$ cat config.mk
export PLATFORM = sky130hd
export DESIGN_NAME = hit_timestamp_encoder
export DESIGN_NICKNAME = d
export VERILOG_FILES = /design/src/rtl/hte_pkg.sv /design/src/rtl/hte_refcnt.sv /design/src/rtl/hte_tag.sv /design/src/rtl/hte_pair.sv /design/src/rtl/hte_oreg.sv /design/src/rtl/hit_timestamp_encoder.sv
export SDC_FILE = /design/constraint.sdc
export NUM_CORES = 2
export LEC_CHECK = 0
export BUFFER_PORTS_ARGS = -buffer_cell sky130_fd_sc_hd__buf_4
export CORE_ASPECT_RATIO = 0.9
export CORE_MARGIN = 2
export CORE_UTILIZATION = 30
export DETAILED_ROUTE_END_ITERATION = 8
export SKIP_LAST_GASP = 1
export SYNTH_ARGS = -nofsm -noshare
export SYNTH_HDL_FRONTEND = slang
export SYNTH_SLANG_ARGS = --single-unit
$ cat constraint.sdc
create_clock -name clk -period 5.64 [get_ports clk]
set_input_delay 0.564 -clock clk [delete_from_list [all_inputs] [get_ports clk]]
set_output_delay 0.564 -clock clk [all_outputs]
set_load 0.1 [all_outputs]
$ cat src/rtl/hte_pkg.sv
package hte_pkg;
  typedef enum logic [1:0] {
    MODE_LEAD  = 2'd0,
    MODE_TRAIL = 2'd1,
    MODE_BOTH  = 2'd2,
    MODE_TOT   = 2'd3
  } mode_e;

  localparam logic [1:0] KIND_LEAD  = 2'b01;
  localparam logic [1:0] KIND_TRAIL = 2'b10;
  localparam logic [1:0] KIND_TOT   = 2'b11;
endpackage

$ cat src/rtl/hte_refcnt.sv
module hte_refcnt #(
  parameter int REF_W = 12
) (
  input  logic             clk,
  input  logic             rst_n,
  input  logic             tick,
  output logic [REF_W-1:0] cnt
);
  logic [REF_W-1:0] cnt_d;

  always_comb begin
    cnt_d = cnt;
    if (tick) cnt_d = cnt + 1'b1;
  end

  always_ff @(posedge clk or negedge rst_n) begin
    if (!rst_n) cnt <= '0;
    else        cnt <= cnt_d;
  end

  a_r2_refcnt_idle: assert property (@(posedge clk) disable iff (!rst_n)
    !tick |=> $stable(cnt));
endmodule

$ cat src/rtl/hte_tag.sv
module hte_tag #(
  parameter int REF_W = 12,
  parameter int CRS_W = 6,
  parameter int TAP_W = 5,
  parameter int SUB_W = 2,
  parameter int TAG_W = REF_W + CRS_W + TAP_W + SUB_W
) (
  input  logic [REF_W-1:0] ref_cnt,
  input  logic [CRS_W-1:0] coarse,
  input  logic [TAP_W-1:0] tap,
  input  logic [SUB_W-1:0] sub,
  input  logic             fine,
  output logic [TAG_W-1:0] mask,
  output logic [TAG_W-1:0] tag
);
  localparam logic [TAG_W-1:0] COARSE_MASK = {{(TAG_W-SUB_W){1'b1}}, {SUB_W{1'b0}}};

  always_comb begin
    mask = fine ? '1 : COARSE_MASK;
    tag  = {ref_cnt, coarse, tap, sub} & mask;
  end
endmodule

$ cat src/rtl/hte_pair.sv
module hte_pair #(
  parameter int NCH   = 4,
  parameter int TAG_W = 25,
  parameter int CH_W  = (NCH > 1) ? $clog2(NCH) : 1
) (
  input  logic             clk,
  input  logic             rst_n,
  input  logic             wr_en,
  input  logic             clr_en,
  input  logic [CH_W-1:0]  chan,
  input  logic [TAG_W-1:0] tag_in,
  output logic             pend,
  output logic [TAG_W-1:0] lead_tag
);
  logic [NCH-1:0]   pend_q;
  logic [TAG_W-1:0] lead_q [NCH];

  for (genvar g = 0; g < NCH; g++) begin : g_ch
    logic             sel;
    logic             pend_d;
    logic [TAG_W-1:0] lead_d;

    always_comb begin
      sel    = (chan == CH_W'(g));
      pend_d = pend_q[g];
      lead_d = lead_q[g];
      if (sel && wr_en) begin
        pend_d = 1'b1;
        lead_d = tag_in;
      end else if (sel && clr_en) begin
        pend_d = 1'b0;
      end
    end

    always_ff @(posedge clk or negedge rst_n) begin
      if (!rst_n) begin
        pend_q[g] <= 1'b0;
        lead_q[g] <= '0;
      end else begin
        pend_q[g] <= pend_d;
        lead_q[g] <= lead_d;
      end
    end
  end

  assign pend     = pend_q[chan];
  assign lead_tag = lead_q[chan];

  a_r8_store_sets: assert property (@(posedge clk) disable iff (!rst_n)
    wr_en |=> pend_q[$past(chan)]);
endmodule

$ cat src/rtl/hte_oreg.sv
module hte_oreg #(
  parameter int W = 32
) (
  input  logic         clk,
  input  logic         rst_n,
  input  logic         load,
  input  logic [W-1:0] data,
  input  logic         ready,
  output logic         valid,
  output logic [W-1:0] q
);
  logic         valid_d;
  logic [W-1:0] q_d;

  always_comb begin
    valid_d = valid;
    q_d     = q;
    if (load) begin
      valid_d = 1'b1;
      q_d     = data;
    end else if (ready) begin
      valid_d = 1'b0;
    end
  end

  always_ff @(posedge clk or negedge rst_n) begin
    if (!rst_n) begin
      valid <= 1'b0;
      q     <= '0;
    end else begin
      valid <= valid_d;
      q     <= q_d;
    end
  end

  a_r11_hold: assert property (@(posedge clk) disable iff (!rst_n)
    (valid && !ready) |=> (valid && $stable(q)));
endmodule

$ cat src/rtl/hit_timestamp_encoder.sv
module hit_timestamp_encoder
  import hte_pkg::*;
#(
  parameter int NCH   = 64,
  parameter int REF_W = 12,
  parameter int CRS_W = 6,
  parameter int TAP_W = 5,
  parameter int SUB_W = 2,
  localparam int CH_W  = (NCH > 1) ? $clog2(NCH) : 1,
  localparam int TAG_W = REF_W + CRS_W + TAP_W + SUB_W,
  localparam int OUT_W = CH_W + 3 + TAG_W
) (
  input  logic             clk,
  input  logic             rst_n,
  input  logic             ref_tick,
  input  logic [1:0]       cfg_mode,
  input  logic             cfg_fine,
  input  logic [TAG_W-1:0] cfg_offset,
  input  logic             hit_valid,
  output logic             hit_ready,
  input  logic [CH_W-1:0]  hit_chan,
  input  logic             hit_lead,
  input  logic [CRS_W-1:0] hit_coarse,
  input  logic [TAP_W-1:0] hit_tap,
  input  logic [SUB_W-1:0] hit_sub,
  output logic             out_valid,
  input  logic             out_ready,
  output logic [OUT_W-1:0] out_word
);
  logic [REF_W-1:0] ref_cnt;
  logic [TAG_W-1:0] mask, tag_m, edge_tag, lead_tag;
  logic             accept, pend;
  logic             emit, store, clr, err;
  logic [1:0]       kind;
  logic [TAG_W-1:0] otag;
  mode_e            mode;

  assign mode      = mode_e'(cfg_mode);
  assign hit_ready = !out_valid || out_ready;
  assign accept    = hit_valid && hit_ready;

  hte_refcnt #(.REF_W(REF_W)) u_ref (
    .clk(clk), .rst_n(rst_n), .tick(ref_tick), .cnt(ref_cnt)
  );

  hte_tag #(.REF_W(REF_W), .CRS_W(CRS_W), .TAP_W(TAP_W), .SUB_W(SUB_W), .TAG_W(TAG_W)) u_tag (
    .ref_cnt(ref_cnt), .coarse(hit_coarse), .tap(hit_tap), .sub(hit_sub),
    .fine(cfg_fine), .mask(mask), .tag(tag_m)
  );

  assign edge_tag = tag_m + (cfg_offset & mask);

  always_comb begin
    emit  = 1'b0;
    store = 1'b0;
    clr   = 1'b0;
    err   = 1'b0;
    kind  = KIND_LEAD;
    otag  = edge_tag;
    unique case (mode)
      MODE_LEAD:  emit = hit_lead;
      MODE_TRAIL: begin
        emit = !hit_lead;
        kind = KIND_TRAIL;
      end
      MODE_BOTH: begin
        emit = 1'b1;
        kind = hit_lead ? KIND_LEAD : KIND_TRAIL;
      end
      MODE_TOT: begin
        kind = KIND_TOT;
        if (hit_lead) begin
          store = 1'b1;
        end else begin
          emit = 1'b1;
          clr  = 1'b1;
          if (pend) otag = tag_m - lead_tag;
          else      err  = 1'b1;
        end
      end
      default: emit = 1'b0;
    endcase
    emit  = emit  && accept;
    store = store && accept;
    clr   = clr   && accept;
  end

  hte_pair #(.NCH(NCH), .TAG_W(TAG_W), .CH_W(CH_W)) u_pair (
    .clk(clk), .rst_n(rst_n), .wr_en(store), .clr_en(clr), .chan(hit_chan),
    .tag_in(tag_m), .pend(pend), .lead_tag(lead_tag)
  );

  hte_oreg #(.W(OUT_W)) u_out (
    .clk(clk), .rst_n(rst_n), .load(emit), .data({hit_chan, kind, err, otag}),
    .ready(out_ready), .valid(out_valid), .q(out_word)
  );

  a_r3_coarse_lsb: assert property (@(posedge clk) disable iff (!rst_n)
    (out_valid && !cfg_fine) |-> (out_word[SUB_W-1:0] == '0));
  a_r9_err_only_tot: assert property (@(posedge clk) disable iff (!rst_n)
    (out_valid && out_word[TAG_W]) |-> (out_word[TAG_W+2:TAG_W+1] == KIND_TOT));
  a_r5_lead_only: assert property (@(posedge clk) disable iff (!rst_n)
    (out_valid && cfg_mode == 2'd0) |-> (out_word[TAG_W+2:TAG_W+1] == KIND_LEAD));
  a_r7_kind_set: assert property (@(posedge clk) disable iff (!rst_n)
    out_valid |-> (out_word[TAG_W+2:TAG_W+1] != 2'b00));
endmodule

**After elaboration in Yosys (flattened, before gate mapping)**

Cells that the tools add are included.
W data, S select, Z words.

- Register bits after elaboration: 1711
- Input port bits: 53

- Bitwise logic cells: 3
- Mux-type cells: 149
- Add/subtract/negate cells: 3
- $lt $le $gt $ge: 2
- Equal/unequal tests: 66
- Reductions and logical operators: 202

Operators with widths:

| operator | count |
|---|---|
| $eq A6 B6 Y1 const B | 32 |
| $bmux W25 S6 | 1 |
| $mux W1 | 138 |
| $logic_and A1 B1 Y1 | 132 |
| $reduce_bool A2 Y1 | 65 |
| $mux W25 | 5 |
| $eq A6 B5 Y1 const B | 16 |
| $and A25 B25 Y25 | 2 |
| $eq A6 B4 Y1 const B | 8 |
| $add A25 B25 Y25 | 1 |
| $sub A25 B25 Y25 | 1 |
| $eq A6 B3 Y1 const B | 4 |
| $add A12 B1 Y12 const B | 1 |
| $eq A6 B2 Y1 const B | 2 |
| $ge A7 B7 Y1 const B | 1 |
| $lt A6 B7 Y1 const B | 1 |
| $not A6 Y7 | 1 |
| $bmux W1 S6 | 1 |
| $eq A6 B1 Y1 const B | 1 |
| $logic_not A6 Y1 | 1 |
| $pmux W2 S3 | 1 |
| $eq A2 B2 Y1 const B | 2 |
| $mux W2 | 2 |
| $pmux W1 S4 | 1 |
| 4 further kinds | 5 |

**Logic depth before layout (Yosys ltp)**

- Depth in word-level cells: 8
- Depth in mapped cells: 19
- Mapped depth without buffers: 13

**By module**

From an unflattened synthesis, not the netlist that was laid out.

- Cell total of the unflattened synthesis: 5344
- Area total of the unflattened synthesis: 79789.0 um^2

Modules (own cells, without submodules):

| module | area an instance (um^2) | times used | cells each | seq. area each (um^2) |
|---|---|---|---|---|
| hte_pair | 74550.2 | 1 | 4744 | 41639.9 |
| hit_timestamp_encoder | 2884.0 | 1 | 432 | 0.0 |
| hte_oreg | 1450.1 | 1 | 75 | 875.8 |
| hte_refcnt | 528.0 | 1 | 42 | 300.3 |
| hte_tag | 376.6 | 1 | 51 | 0.0 |

**Worst setup path before layout**

No wires, ideal clock.

- Kind: input to register
- Start point: input hit_chan[1]
- End point: register u_out.q[23]
- Stages on the path: 16
- Buffers on the path: 5
- Required time: 5.505 ns
- Library setup time: 0.135 ns
- Arrival: 5.167 ns
- Path slack: 0.338 ns
- Cell sequence: buf_6 buf_6 buf_6 clkbuf_1 clkbuf_1 mux4_2 mux4_2 mux4_2 inv_1 ha_1 a2111oi_0 a211oi_1 o32a_1 or4b_2 a31oi_1 o31ai_1

- Word-level cells in the longest chain between the ends: 8
- Elaborated cells between the ends (all ways): 10

Ends and longest elaborated chain:

| element | line | RTL |
|---|---|---|
| start: declaration | hit_timestamp_encoder.sv:21 | `input logic [CH_W-1:0] hit_chan,` |
| $not A6 Y7 (implied by the code) | hte_pair.sv:47 | `assign lead_tag = lead_q[chan];` |
| $bmux W25 S6 | hte_pair.sv:47 |  |
| $mux W25 (implied by the code) (2 in series) | hte_pair.sv:47 |  |
| $sub A25 B25 Y25 | hit_timestamp_encoder.sv:77 | `if (pend) otag = tag_m - lead_tag;` |
| $mux W25 (*) | hit_timestamp_encoder.sv:77 |  |
| $mux W25 (*) | hit_timestamp_encoder.sv:72 | `if (hit_lead) begin` |
| $mux W25 (*) | hit_timestamp_encoder.sv:60 | `unique case (mode)` |
| end signal: assignment | hte_oreg.sv:32 | `q <= q_d;` |
| end: declaration | hte_oreg.sv:10 | `output logic [W-1:0] q` |

Every way passes the cells marked *; elsewhere a longest branch is shown, timed or not. The select of a mux whose other input is x is not followed.
A chain may end at the register's enable or synchronous reset.

**Final worst setup path**

- Start point: input hit_chan[0]
- End point: register u_out.q[23]

Same word-level chain as after synthesis.

==> metrics <==
vias in the first global route=63.5k; Data arrival, critical path=~5.5 ns; Post-Syn Instances=about 8.4k; Setup CP Type=primary input to flop; initial antenna violation count=17; die width=548 um; slack of the critical path=between 0.8 and 0.9 ns; count of cell types in the netlist=66; Peak Freq=between 200 and 250 MHz; Area Overhead vs Synth=14.3%; WP data required=6.33 ns; Post-CTS Setup Inserts=0; TritonCTS clock tree=done; Peak VDD IR=about 0.23 mV; die area=roughly 270000 um2; Clock Latency Late Sink=0.83 ns; CTS HTree Levels=4; outcome=finished clean; met1 WL=115000 um; layout cell share with drive strength beyond 1=0.151; RR Startpoint=u_pair.lead_q[101]; RSZ-0062 raised after global routing=false; minimum clock period=approximately 4.8 ns; largest net degree at the start of global routing=between 150 and 200; average size of a mapped cell=around 9.5 um2; setup TNS=0 ns; worst r2r path cells=12; CP max FO=28; Finished Layout Cells=11.9k; Clock Skew=0.0292 ns; Syn Nets=about 8.5k; YS warnings=0; Worst Tran Pin Value=approximately 1.2 ns; grt ovf=0; fin crit share=0.854; Async S/R FF share, synth=1.00; class of the worst hold path=primary input to flop; commonest non-fill, non-tap cell in the layout=nand2_1; number of synthesized flops with an enable pin=0; placed cells=~12k; WHS=~0.12 ns; final net count=8355; Crit Reg-Reg Endpoint=u_out.q[23]; Die Y=between 400 and 500 um; Vias=between 60k and 70k; Final setup viols=0; Max Used Layer=met5; Worst setup EP type=flop; Mapped Area=80000 um2; FP Rows=approximately 180; Final Cell Area=between 90000 and 100000 um2; WL final=~290000 um; Power Total=slightly below 30 mW; core footprint=roughly 260000 um2; CP Launch Type=primary input; Reg2Reg Setup Slack=0.87 ns; Num CTS Buffers=approximately 180; CTS max path bufs=3; PortBufs=88; Detail Route met2 WL=~120000 um; first-pass GRT wire length=427000 um; Max transition margin=0.224; sequential element share of the synthesized area=0.535; Synth Register Bits=around 1.7k; top_reg_cell synth=dfrtp_1; met3 wire len=33800 um; Initial Util=0.302; LEAKAGE=around 47 nW; Starting DRT DRC Count=approximately 8k; final slew viol count=0; clk root buf=clkbuf_16; Tot GR Track Use=0.210; WL/cell=24.0 um; Post-DP HPWL=170000 um; clock sinks=about 1.7k; number of detailed-route iterations in the first pass=6; number of max-cap violations=0; most frequent cells in the layout=nand2_1, dfrtp_1, mux4_2; hold path depth=3; Residual DRC=0; remaining antenna violation count=0; # IOs=89; vias per std cell=roughly 5.3; worst hold endpoint=u_out.q[27]; gpl congestion=0.937; Pwr per Cell Area=~320 nW/um2; Hold Fails Final Rpt=0; dpl cell area=approximately 85000 um2; CTS clock-pin slew for the worst setup and hold paths=approximately 0.06 ns; dpl ws=0.0335 ns; Hold Startpoint=cfg_mode[1]; final core utilization=0.345
worst max-delay path, cell delays in order:
cell      delay [ns]
buf_8           0.29
buf_12          0.30
buf_12          0.28
mux4_2          0.54
mux4_2          0.56
mux4_2          0.53
inv_1           0.08
ha_1            0.25
o21a_1          0.13
o31ai_1         0.17
a211oi_1        0.22
o32a_1          0.49
or4b_2          0.67
a31oi_1         0.20
o31ai_1         0.10
kinds of logic after synthesis:
family | after synthesis | share of synthesized area
XOR/XNOR | 40 | 0.00438
multiplexers | 555 | 0.153
buffers and inverters | 629 | 0.0315
AO/OA/AOI/OAI | 384 | 0.0280
flip-flops | 1711 | 0.535
AND/OR/NAND/NOR | 5014 | 0.239
adder cells (fa/ha/maj) | 53 | 0.00848
how the worst max path moves through the flow:
stage,start,endpoint,cells after the start
after detailed placement,hit_chan[0],u_out.q[23],15
final,hit_chan[0],u_out.q[23],15
after CTS,hit_chan[0],u_out.q[23],15
after global placement,hit_chan[0],u_out.q[23],15
after floorplan,hit_chan[1],u_out.q[23],16
after global routing,hit_chan[0],u_out.q[23],15
power breakdown:
part | internal (mW) | switching, mW | total, mW | leakage (nW)
sequential | 12.6 | 0.265 | 12.9 | 23.7
combinational | 1.07 | 2.74 | 3.81 | 19.8
clock | 7.38 | 5.22 | 12.6 | 3.06
flip-flops by register name, indices dropped and copies added (netlist names):
signal         count
u_out.q           34
u_out.valid        1
u_ref.cnt         12
u_pair.lead_q   1600
u_pair.pend_q     64
Yosys cell counts (all sizes together) (23+ instances only):
cell type  instances  area (um2)
nand2           4771       17900
dfrtp           1711       42800
mux4             536       12100
clkbuf           491        1840
o21ai            244        1220
nor2             115         432
buf              103         543
ha                51         638
a21oi             38         190
inv               35         131
xnor2             26         228
nand3             23         115
layer usage:
metal,up-vias,GRT usage
met3,674,0.0609
li1,26900,-
met1,32500,0.285
met2,3672,0.314
met5,-,0
met4,22,0.0844
area by class of cell:
type	count	area, um2
multi-input cells	6046	35300
inverters	35	131
flip-flops and latches	1711	42800
well taps	3529	4420
clock buffers	251	5140
diodes	5	12.5
fillers	26300	173000
clock inverters	78	1070
repair buffers	278	2490
repair_timing:
action / 4_1_cts / 5_1_grt
endpoints found under the hold margin: 108 / 0
hold buffers: 3 / 0
resized for setup: 0 / 0
setup endpoints to repair: 0 / 0
Note: power is estimated with default switching activity, not from simulation.
